### src/rtl/mbox_pkg.sv
package mbox_pkg;
  // Byte offsets of the per-port words
  localparam int OFF_CTRL   = 'h0;
  localparam int OFF_MASK   = 'h4;
  localparam int OFF_STROBE = 'h8;
  localparam int OFF_STATUS = 'hC;
  // Field positions
  localparam int RX_EN_BIT    = 0;
  localparam int TX_EN_BIT    = 1;
  localparam int HI_FIELD_LSB = 16;  // free-mask field and raise field
endpackage

### src/rtl/mbox_rst_sync.sv
module mbox_rst_sync (
  input  logic clk,
  input  logic rst_n,
  output logic rst_int_n
);
  logic [1:0] sync_q;

  always_ff @(posedge clk or negedge rst_n) begin
    if (!rst_n) sync_q <= 2'b00;
    else        sync_q <= {sync_q[0], 1'b1};
  end

  assign rst_int_n = sync_q[1];
endmodule

### src/rtl/mbox_port_regs.sv
module mbox_port_regs #(
  parameter int NUM_CH = 6,
  parameter int ADDR_W = 4,
  parameter int DATA_W = 32
) (
  input  logic              clk,
  input  logic              rst_n,
  input  logic              sel,
  input  logic              wr,
  input  logic [ADDR_W-1:0] addr,
  input  logic [DATA_W-1:0] wdata,
  input  logic [NUM_CH-1:0] out_flags,
  output logic [DATA_W-1:0] rdata,
  output logic              rx_en,
  output logic              tx_en,
  output logic [NUM_CH-1:0] occ_mask,
  output logic [NUM_CH-1:0] free_mask,
  output logic [NUM_CH-1:0] raise_req,
  output logic [NUM_CH-1:0] lower_req
);
  import mbox_pkg::*;

  logic              hit_ctrl, hit_mask, hit_strobe, hit_status;
  logic              ctrl_we, mask_we, strobe_we;
  logic              rx_en_q, tx_en_q, rx_en_d, tx_en_d;
  logic [NUM_CH-1:0] occ_q, free_q, occ_d, free_d;
  logic              unused_wdata;

  assign unused_wdata = ^wdata;

  // Decode
  always_comb begin
    hit_ctrl   = (addr == ADDR_W'(OFF_CTRL));
    hit_mask   = (addr == ADDR_W'(OFF_MASK));
    hit_strobe = (addr == ADDR_W'(OFF_STROBE));
    hit_status = (addr == ADDR_W'(OFF_STATUS));
    ctrl_we    = sel && wr && hit_ctrl;
    mask_we    = sel && wr && hit_mask;
    strobe_we  = sel && wr && hit_strobe;
  end

  // Next state
  always_comb begin
    rx_en_d = wdata[RX_EN_BIT];
    tx_en_d = wdata[TX_EN_BIT];
    occ_d   = wdata[NUM_CH-1:0];
    free_d  = wdata[HI_FIELD_LSB +: NUM_CH];
  end

  // Registers with explicit enables
  always_ff @(posedge clk or negedge rst_n) begin
    if (!rst_n) begin
      rx_en_q <= 1'b0;
      tx_en_q <= 1'b0;
      occ_q   <= '1;
      free_q  <= '1;
    end else begin
      if (ctrl_we) begin
        rx_en_q <= rx_en_d;
        tx_en_q <= tx_en_d;
      end
      if (mask_we) begin
        occ_q  <= occ_d;
        free_q <= free_d;
      end
    end
  end

  // Strobe word produces one-cycle requests only
  always_comb begin
    raise_req = strobe_we ? wdata[HI_FIELD_LSB +: NUM_CH] : '0;
    lower_req = strobe_we ? wdata[NUM_CH-1:0]             : '0;
  end

  // Read path; strobe offset falls through to zero
  always_comb begin
    rdata = '0;
    if (sel && !wr) begin
      if (hit_ctrl) begin
        rdata[RX_EN_BIT] = rx_en_q;
        rdata[TX_EN_BIT] = tx_en_q;
      end else if (hit_mask) begin
        rdata[NUM_CH-1:0]              = occ_q;
        rdata[HI_FIELD_LSB +: NUM_CH]  = free_q;
      end else if (hit_status) begin
        rdata[NUM_CH-1:0] = out_flags;
      end
    end
  end

  assign rx_en     = rx_en_q;
  assign tx_en     = tx_en_q;
  assign occ_mask  = occ_q;
  assign free_mask = free_q;
endmodule

### src/rtl/mbox_flag_bank.sv
module mbox_flag_bank #(
  parameter int NUM_CH = 6
) (
  input  logic              clk,
  input  logic              rst_n,
  input  logic [NUM_CH-1:0] raise_req,
  input  logic [NUM_CH-1:0] lower_req,
  output logic [NUM_CH-1:0] flags
);
  for (genvar ch = 0; ch < NUM_CH; ch++) begin : g_ch
    logic flag_q, flag_d, flag_en;

    always_comb begin
      flag_en = raise_req[ch] | lower_req[ch];
      flag_d  = raise_req[ch];  // raise dominates a same-cycle lower
    end

    always_ff @(posedge clk or negedge rst_n) begin
      if (!rst_n)       flag_q <= 1'b0;
      else if (flag_en) flag_q <= flag_d;
    end

    assign flags[ch] = flag_q;
  end
endmodule

### src/rtl/mbox_irq_gen.sv
module mbox_irq_gen #(
  parameter int NUM_CH = 6
) (
  input  logic [NUM_CH-1:0] in_flags,
  input  logic [NUM_CH-1:0] out_flags,
  input  logic [NUM_CH-1:0] occ_mask,
  input  logic [NUM_CH-1:0] free_mask,
  input  logic              rx_en,
  input  logic              tx_en,
  output logic              irq_rxocc,
  output logic              irq_txfree
);
  logic [NUM_CH-1:0] rx_hits, tx_hits;

  always_comb begin
    rx_hits    = in_flags & ~occ_mask;
    tx_hits    = ~out_flags & ~free_mask;
    irq_rxocc  = rx_en & (|rx_hits);
    irq_txfree = tx_en & (|tx_hits);
  end
endmodule

### src/rtl/mbox_flag_ctrl.sv
module mbox_flag_ctrl #(
  parameter int NUM_CH = 6,
  parameter int ADDR_W = 4,
  parameter int DATA_W = 32
) (
  input  logic              clk,
  input  logic              rst_n,
  input  logic              a_sel,
  input  logic              a_wr,
  input  logic [ADDR_W-1:0] a_addr,
  input  logic [DATA_W-1:0] a_wdata,
  output logic [DATA_W-1:0] a_rdata,
  output logic              a_irq_txfree,
  output logic              a_irq_rxocc,
  input  logic              b_sel,
  input  logic              b_wr,
  input  logic [ADDR_W-1:0] b_addr,
  input  logic [DATA_W-1:0] b_wdata,
  output logic [DATA_W-1:0] b_rdata,
  output logic              b_irq_txfree,
  output logic              b_irq_rxocc
);
  logic              rst_int_n;
  logic [NUM_CH-1:0] ab_flags, ba_flags;
  logic [NUM_CH-1:0] a_raise, a_lower, b_raise, b_lower;
  logic [NUM_CH-1:0] a_occ_m, a_free_m, b_occ_m, b_free_m;
  logic              a_rx_en, a_tx_en, b_rx_en, b_tx_en;

  mbox_rst_sync u_rst (.clk(clk), .rst_n(rst_n), .rst_int_n(rst_int_n));

  mbox_port_regs #(.NUM_CH(NUM_CH), .ADDR_W(ADDR_W), .DATA_W(DATA_W)) u_port_a (
    .clk(clk), .rst_n(rst_int_n), .sel(a_sel), .wr(a_wr), .addr(a_addr),
    .wdata(a_wdata), .out_flags(ab_flags), .rdata(a_rdata),
    .rx_en(a_rx_en), .tx_en(a_tx_en), .occ_mask(a_occ_m), .free_mask(a_free_m),
    .raise_req(a_raise), .lower_req(a_lower));

  mbox_port_regs #(.NUM_CH(NUM_CH), .ADDR_W(ADDR_W), .DATA_W(DATA_W)) u_port_b (
    .clk(clk), .rst_n(rst_int_n), .sel(b_sel), .wr(b_wr), .addr(b_addr),
    .wdata(b_wdata), .out_flags(ba_flags), .rdata(b_rdata),
    .rx_en(b_rx_en), .tx_en(b_tx_en), .occ_mask(b_occ_m), .free_mask(b_free_m),
    .raise_req(b_raise), .lower_req(b_lower));

  // A->B flags: raised by A, lowered by B; B->A the other way round
  mbox_flag_bank #(.NUM_CH(NUM_CH)) u_flags_ab (
    .clk(clk), .rst_n(rst_int_n), .raise_req(a_raise), .lower_req(b_lower),
    .flags(ab_flags));

  mbox_flag_bank #(.NUM_CH(NUM_CH)) u_flags_ba (
    .clk(clk), .rst_n(rst_int_n), .raise_req(b_raise), .lower_req(a_lower),
    .flags(ba_flags));

  mbox_irq_gen #(.NUM_CH(NUM_CH)) u_irq_a (
    .in_flags(ba_flags), .out_flags(ab_flags), .occ_mask(a_occ_m),
    .free_mask(a_free_m), .rx_en(a_rx_en), .tx_en(a_tx_en),
    .irq_rxocc(a_irq_rxocc), .irq_txfree(a_irq_txfree));

  mbox_irq_gen #(.NUM_CH(NUM_CH)) u_irq_b (
    .in_flags(ab_flags), .out_flags(ba_flags), .occ_mask(b_occ_m),
    .free_mask(b_free_m), .rx_en(b_rx_en), .tx_en(b_tx_en),
    .irq_rxocc(b_irq_rxocc), .irq_txfree(b_irq_txfree));
endmodule

### config.mk
export PLATFORM = sky130hd
export DESIGN_NAME = mbox_flag_ctrl
export DESIGN_NICKNAME = d
export VERILOG_FILES = /design/src/rtl/mbox_pkg.sv /design/src/rtl/mbox_rst_sync.sv /design/src/rtl/mbox_port_regs.sv /design/src/rtl/mbox_flag_bank.sv /design/src/rtl/mbox_irq_gen.sv /design/src/rtl/mbox_flag_ctrl.sv
export SDC_FILE = /design/constraint.sdc
export NUM_CORES = 1
export LEC_CHECK = 0
export ABC_AREA = 1
export BUFFER_PORTS_ARGS = -buffer_cell sky130_fd_sc_hd__buf_2
export CORE_AREA = 2 2 83 85
export CTS_CLUSTER_DIAMETER = 200
export DETAILED_ROUTE_END_ITERATION = 6
export DIE_AREA = 0 0 85 87
export GPL_ROUTABILITY_DRIVEN = 0
export GPL_TIMING_DRIVEN = 0
export PLACE_DENSITY = 0.78
export SETUP_SLACK_MARGIN = 0.4
export SKIP_CTS_REPAIR_TIMING = 1
export SYNTH_ARGS = -nofsm -noshare
export SYNTH_HDL_FRONTEND = slang
export SYNTH_SLANG_ARGS = --single-unit
### constraint.sdc
create_clock -name clk -period 1.4 [get_ports clk]
set_input_delay 0.07 -clock clk [delete_from_list [all_inputs] [get_ports clk]]
set_output_delay 0.07 -clock clk [all_outputs]
set_load 0.05 [all_outputs]
---- After elaboration in Yosys (flattened, before gate mapping) ----
Cells that the tools add are included.
operators by class
  bitwise operators ....................... 26
  eq/ne operators ......................... 6
  reduce and logical (&&, ||, !) cells .... 18
  muxes and demuxes ....................... 20
operators with widths
  operator                                              count
  2-to-1 mux 6 bit                                      16
  inverter 6 bit                                        6
  bitwise AND 6 bit                                     4
  OR reduction 6 bit                                    4
  equality test 4 bit (second input constant)           4
  OR 1 bit                                              12
  logical AND 1 bit                                     10
  equality test 4 x 3 -> 1 bit (second input constant)  2
  logical NOT 4 bit                                     2
  2-to-1 mux 4 bit                                      2
  bitwise AND 1 bit                                     4
  2-to-1 mux 2 bit                                      2
  logical NOT 1 bit                                     2
word-level totals
  register bits after elaboration ......... 42
  logic and storage cells ................. 91
  output and inout bits ................... 68

---- Longest topological paths before layout ----
  word-level depth ........................ 5
  depth in mapped cells ................... 8
  mapped depth without buffers ............ 6

---- By module ----
Synthesis repeated with hierarchy kept, for this count alone.
second synthesis, totals
  cell total of the unflattened synthesis .. 433
  area total of the unflattened synthesis .. 3,044.2 um^2
by module, submodules not included
  module          times used  cells each  area an instance (um^2)  seq. area each (um^2)
  mbox_port_regs  2           149         1,089.8                  365.4
  mbox_flag_bank  2           36          285.3                    150.1
  mbox_irq_gen    2           30          120.1                    0.0
  mbox_rst_sync   1           3           53.8                     50.0

---- Worst setup path after synthesis ----
Ideal clock, no wire load.
  kind .................................... reg-to-output
  start point ............................. register u_port_a.free_q[0], in the netlist u_port_a.free_mask[0]
  end point ............................... output a_rdata[16]
  data arrival time ....................... 1.653 ns
  path slack .............................. -0.323 ns
  stages on the path, launching flop included .. 3
  required time ........................... 1.330 ns
  path through ............................ dfstp_2 > inv_1 > nor3_1
between the ends
  cells in the longest elaborated chain, start to end .. 3
ends and longest elaborated chain
  item                    line                  text
  start, declared         mbox_port_regs.sv:26  logic [NUM_CH-1:0] occ_q, free_q, occ_d, free_d;
  start signal, assigned  mbox_port_regs.sv:64  free_q <= free_d;
  2-to-1 mux 6 bit        mbox_port_regs.sv:82  end else if (hit_mask) begin
  2-to-1 mux 6 bit        mbox_port_regs.sv:79  if (hit_ctrl) begin
  2-to-1 mux 6 bit        mbox_port_regs.sv:78  if (sel && !wr) begin
  end, declared           mbox_flag_ctrl.sv:12  output logic [DATA_W-1:0] a_rdata,
Every way passes these cells.

---- Worst setup path in the final report ----
  start point ............................. register u_port_b.occ_q[1], in the netlist u_port_b.occ_mask[1]
  end point ............................... output b_irq_rxocc
between the ends
  cells in the longest elaborated chain, start to end .. 4
ends and longest elaborated chain
  item                    line                  text
  start, declared         mbox_port_regs.sv:26
  start signal, assigned  mbox_port_regs.sv:55  occ_q <= '1;
  start signal, assigned  mbox_port_regs.sv:63  occ_q <= occ_d;
  inverter 6 bit          mbox_irq_gen.sv:16    rx_hits = in_flags & ~occ_mask;
  bitwise AND 6 bit       mbox_irq_gen.sv:16
  OR reduction 6 bit      mbox_irq_gen.sv:18    irq_rxocc = rx_en & (|rx_hits);
  bitwise AND 1 bit       mbox_irq_gen.sv:18
  end, declared           mbox_flag_ctrl.sv:21  output logic b_irq_rxocc
Every way passes these cells.

==> results.cfg <==
[status]
status = complete, but fails checks
violations = negative hold slack, negative setup slack

[hold_path]
hold_path.class = in -> reg

[timing]
finalSetupViolCount = 7
fin_crit_ns = 1.485
relSlewSlack = 0.6552
timing.hold.ws_ns = -0.005840
drv_slew = 0
period_share = 1.061
finalHoldViolations = 2
finClkSkew_ns = 0.005097
worst_slew_pin_slew_ns = 0.5173
fmax_mhz = 673.3
rsz0062_at_grt = yes
layout_setup_ws_ns = -0.08523

[synthesis]
synthesis.area_mm2 = 0.002884
synth_edf_count = 0
syn_inst = 374
yosysWarnings = 0
ys_types = 24
synth-main-ff-cell = dfstp_2
async_reset_ff_frac = 1.000
syn_avg_cell_area_um2 = 7.711
ys_ff_latch = 42
ys_seq_area_frac = 0.3748

[clock_network]
cts_tree = built
insertion_delay_ns = 0.30
cts.sinks = 42
ctsHtreeMaxLevel = 2
root_buffer = clkbuf_8
clk_pin_slew_ns = 0.09
clockBufferDepth = 2
cts_buffers = 5

[place]
portBuffers = 62
place_area_mm2 = 0.003786
place_ws_ns = 0.03337
placed_cells = 555
dpl.hpwl_mm = 5.903

[detailed_routing]
wl_per_cell_um = 13.77
viasPerCell = 4.960
via_count = 2837
drc = 0
first_pass_iters = 4
ant_nets = 0
wl_mm = 7.879
drtIter0Drc = 197

[finish]
layout.cells.non_filler = 572
drive_gt1_frac = 0.5122
synthToLayoutAreaGrowth_pct = 45.64
fin_util = 0.6394
diodes = 0
fin_nets = 569
finalInstanceArea_mm2 = 0.004200

[global_routing]
grt_use_met2 = 0.3565
antenna_found_initial = 0
met3_usage = 0.03602
grt.total_usage = 0.2064
grt_max_degree = 41
grt_pass1_wl_mm = 12.19
grt_busiest_layer = met2
grt-ovfl-total = 0
use_met1 = 0.2599
grt_pass1_vias = 2656

[floorplanning]
start_util = 0.4390
die_w_um = 85
ios = 146
fp-row-count = 30
core_mm2 = 0.006569
dieArea_mm2 = 0.007395
die_h_um = 87

[pwr]
p_clk_frac = 0.217
p_int_w = 0.002701
p_seq_frac = 0.421
power_density_mw_per_mm2 = 1057
ir_drop_v = 0.0005632
power_switching_w = 0.001738
p_leak_nw = 2.080
p_sw_frac = 0.3916
p_comb_frac = 0.362
p_total_w = 0.004439

[critical_path]
critPathLaunchType = register
slowest_delay_ns = 0.55
crit_top_cell = nand2_1
critPathKind = reg -> out
worstPathRequired_ns = 1.33
crit_fanout = 2
worstPathArrival_ns = 1.42
path_cells = inv_1 > nand2_1 > nand2_1 > nor2_2 > a21oi_4 > buf_6
cp-end-kind = primary output
slowest_stage = dfstp_2

[job]
max_cap_viol_count = 0
layout by cell type, fill, tap and decap left out, types with 6 or more instances in the layout:
cell,n
nand2_1,83
buf_4,50
conb_1,41
buf_2,39
nand4_1,38
buf_6,32
dfstp_2,24
inv_1,20
inv_2,19
nor2_1,19
dfrtp_1,14
o21ai_2,13
nor3_4,12
a21oi_4,12
o21ai_0,11
nand3_2,8
nand3_1,8
nor2_2,6
flip-flops by register name, indices dropped and copies added (netlist names):
signal / cells
u_port_a.free_mask: 6
u_port_b.free_mask: 6
u_flags_ab.g_ch.flag_q: 6
u_port_a.occ_mask: 6
u_rst.sync_q: 2
u_port_b.occ_mask: 6
u_flags_ba.g_ch.flag_q: 6
u_port_b.tx_en: 1
u_port_a.rx_en: 1
u_port_a.tx_en: 1
u_port_b.rx_en: 1
metrics by stage:
| step | hold WS, ns | TNS, ns |
|---|---|---|
| 2_1_floorplan | -0.2256 | 0 |
| 3_3_place_gp | -0.1459 | 0 |
| 3_5_place_dp | -0.1445 | 0 |
| 4_1_cts | -0.4670 | -1.248 |
| 5_1_grt | 0.00008310 | -0.6616 |
| 6_report | -0.005840 | -0.2084 |
logic make-up after synthesis:
family	Yosys count	share of synthesized area
other	2	0.002604
and+or+nand+nor	191	0.3280
buffers and inverters	100	0.2082
AOI/OAI and AO/OA	39	0.08633
DFF	42	0.3748
power groups by stage:
stage | Sequential (W) | Clock, W | Combinational, W
CTS | 0.00184 | 0.000969 | 0.00142
global route | 0.00190 | 0.00101 | 0.00175
global placement | 0.00185 | 0 | 0.00139
finish | 0.00187 | 0.000962 | 0.00161
detailed placement | 0.00186 | 0 | 0.00141
floorplan | 0.00177 | 0 | 0.00120
synth_stat cells (2+ instances only):
master     n  area share
nor3_1    12       0.021
dfrtp_1   18        0.16
buf_8      2       0.010
dfstp_2   24        0.22
nand2_1   88        0.11
a21oi_1   12       0.021
nand4_1   38       0.082
clkinv_1   2      0.0026
conb_1     2      0.0026
o211ai_1   2      0.0052
nor2_1    28       0.036
nor2_8     4       0.028
o21ai_0   11       0.019
nand2_4    2      0.0078
nand3_1   16       0.028
buf_6      4       0.016
o21ai_2   13       0.039
nor2_4     2      0.0078
inv_1     41       0.053
buf_2      7       0.012
buf_4     43        0.11
worst paths after layout:
path | startpoint | end | slack (ns) | cells past startpoint
max reg2reg | u_port_b.free_mask[5] | u_port_b.free_mask[5] | 0.47 | 3
min in group asynchronous | rst_n | u_rst.sync_q[1] | 0.09 | 2
min reg2reg | u_rst.sync_q[1] | u_port_b.tx_en | 0.31 | 0
min | a_wdata[2] | u_port_a.occ_mask[2] | -0.006 | 3
max | u_port_b.occ_mask[1] | b_irq_rxocc | -0.09 | 6
max in group asynchronous | u_rst.sync_q[1] | u_flags_ba.g_ch[3].flag_q | 0.70 | 0
per-layer routing:
layer / up-vias / part of all wire
li1: 1383 / -
met5: - / 0
met2: 107 / 0.52
met1: 1326 / 0.40
met3: 21 / 0.058
met4: 0 / 0.029
critical path, delay by kind of cell, from the launching register on:
kind            cells  cell delay (ns)
simple gates        3             0.30
buf+inv             2             0.21
compound gates      1             0.07
flops               1             0.55
layout make-up:
| class | instances | area [um^2] |
|---|---|---|
| fill | 548 | 2369 |
| clock inverter | 3 | 40.04 |
| timing repair buffer | 71 | 569.3 |
| sequential | 42 | 1089 |
| buffer | 56 | 441.7 |
| tap | 80 | 100.1 |
| inverter | 44 | 182.7 |
| multi-input combinational | 271 | 1709 |
| clock buffer | 5 | 68.82 |
Note: power is estimated with default switching activity, not from simulation.
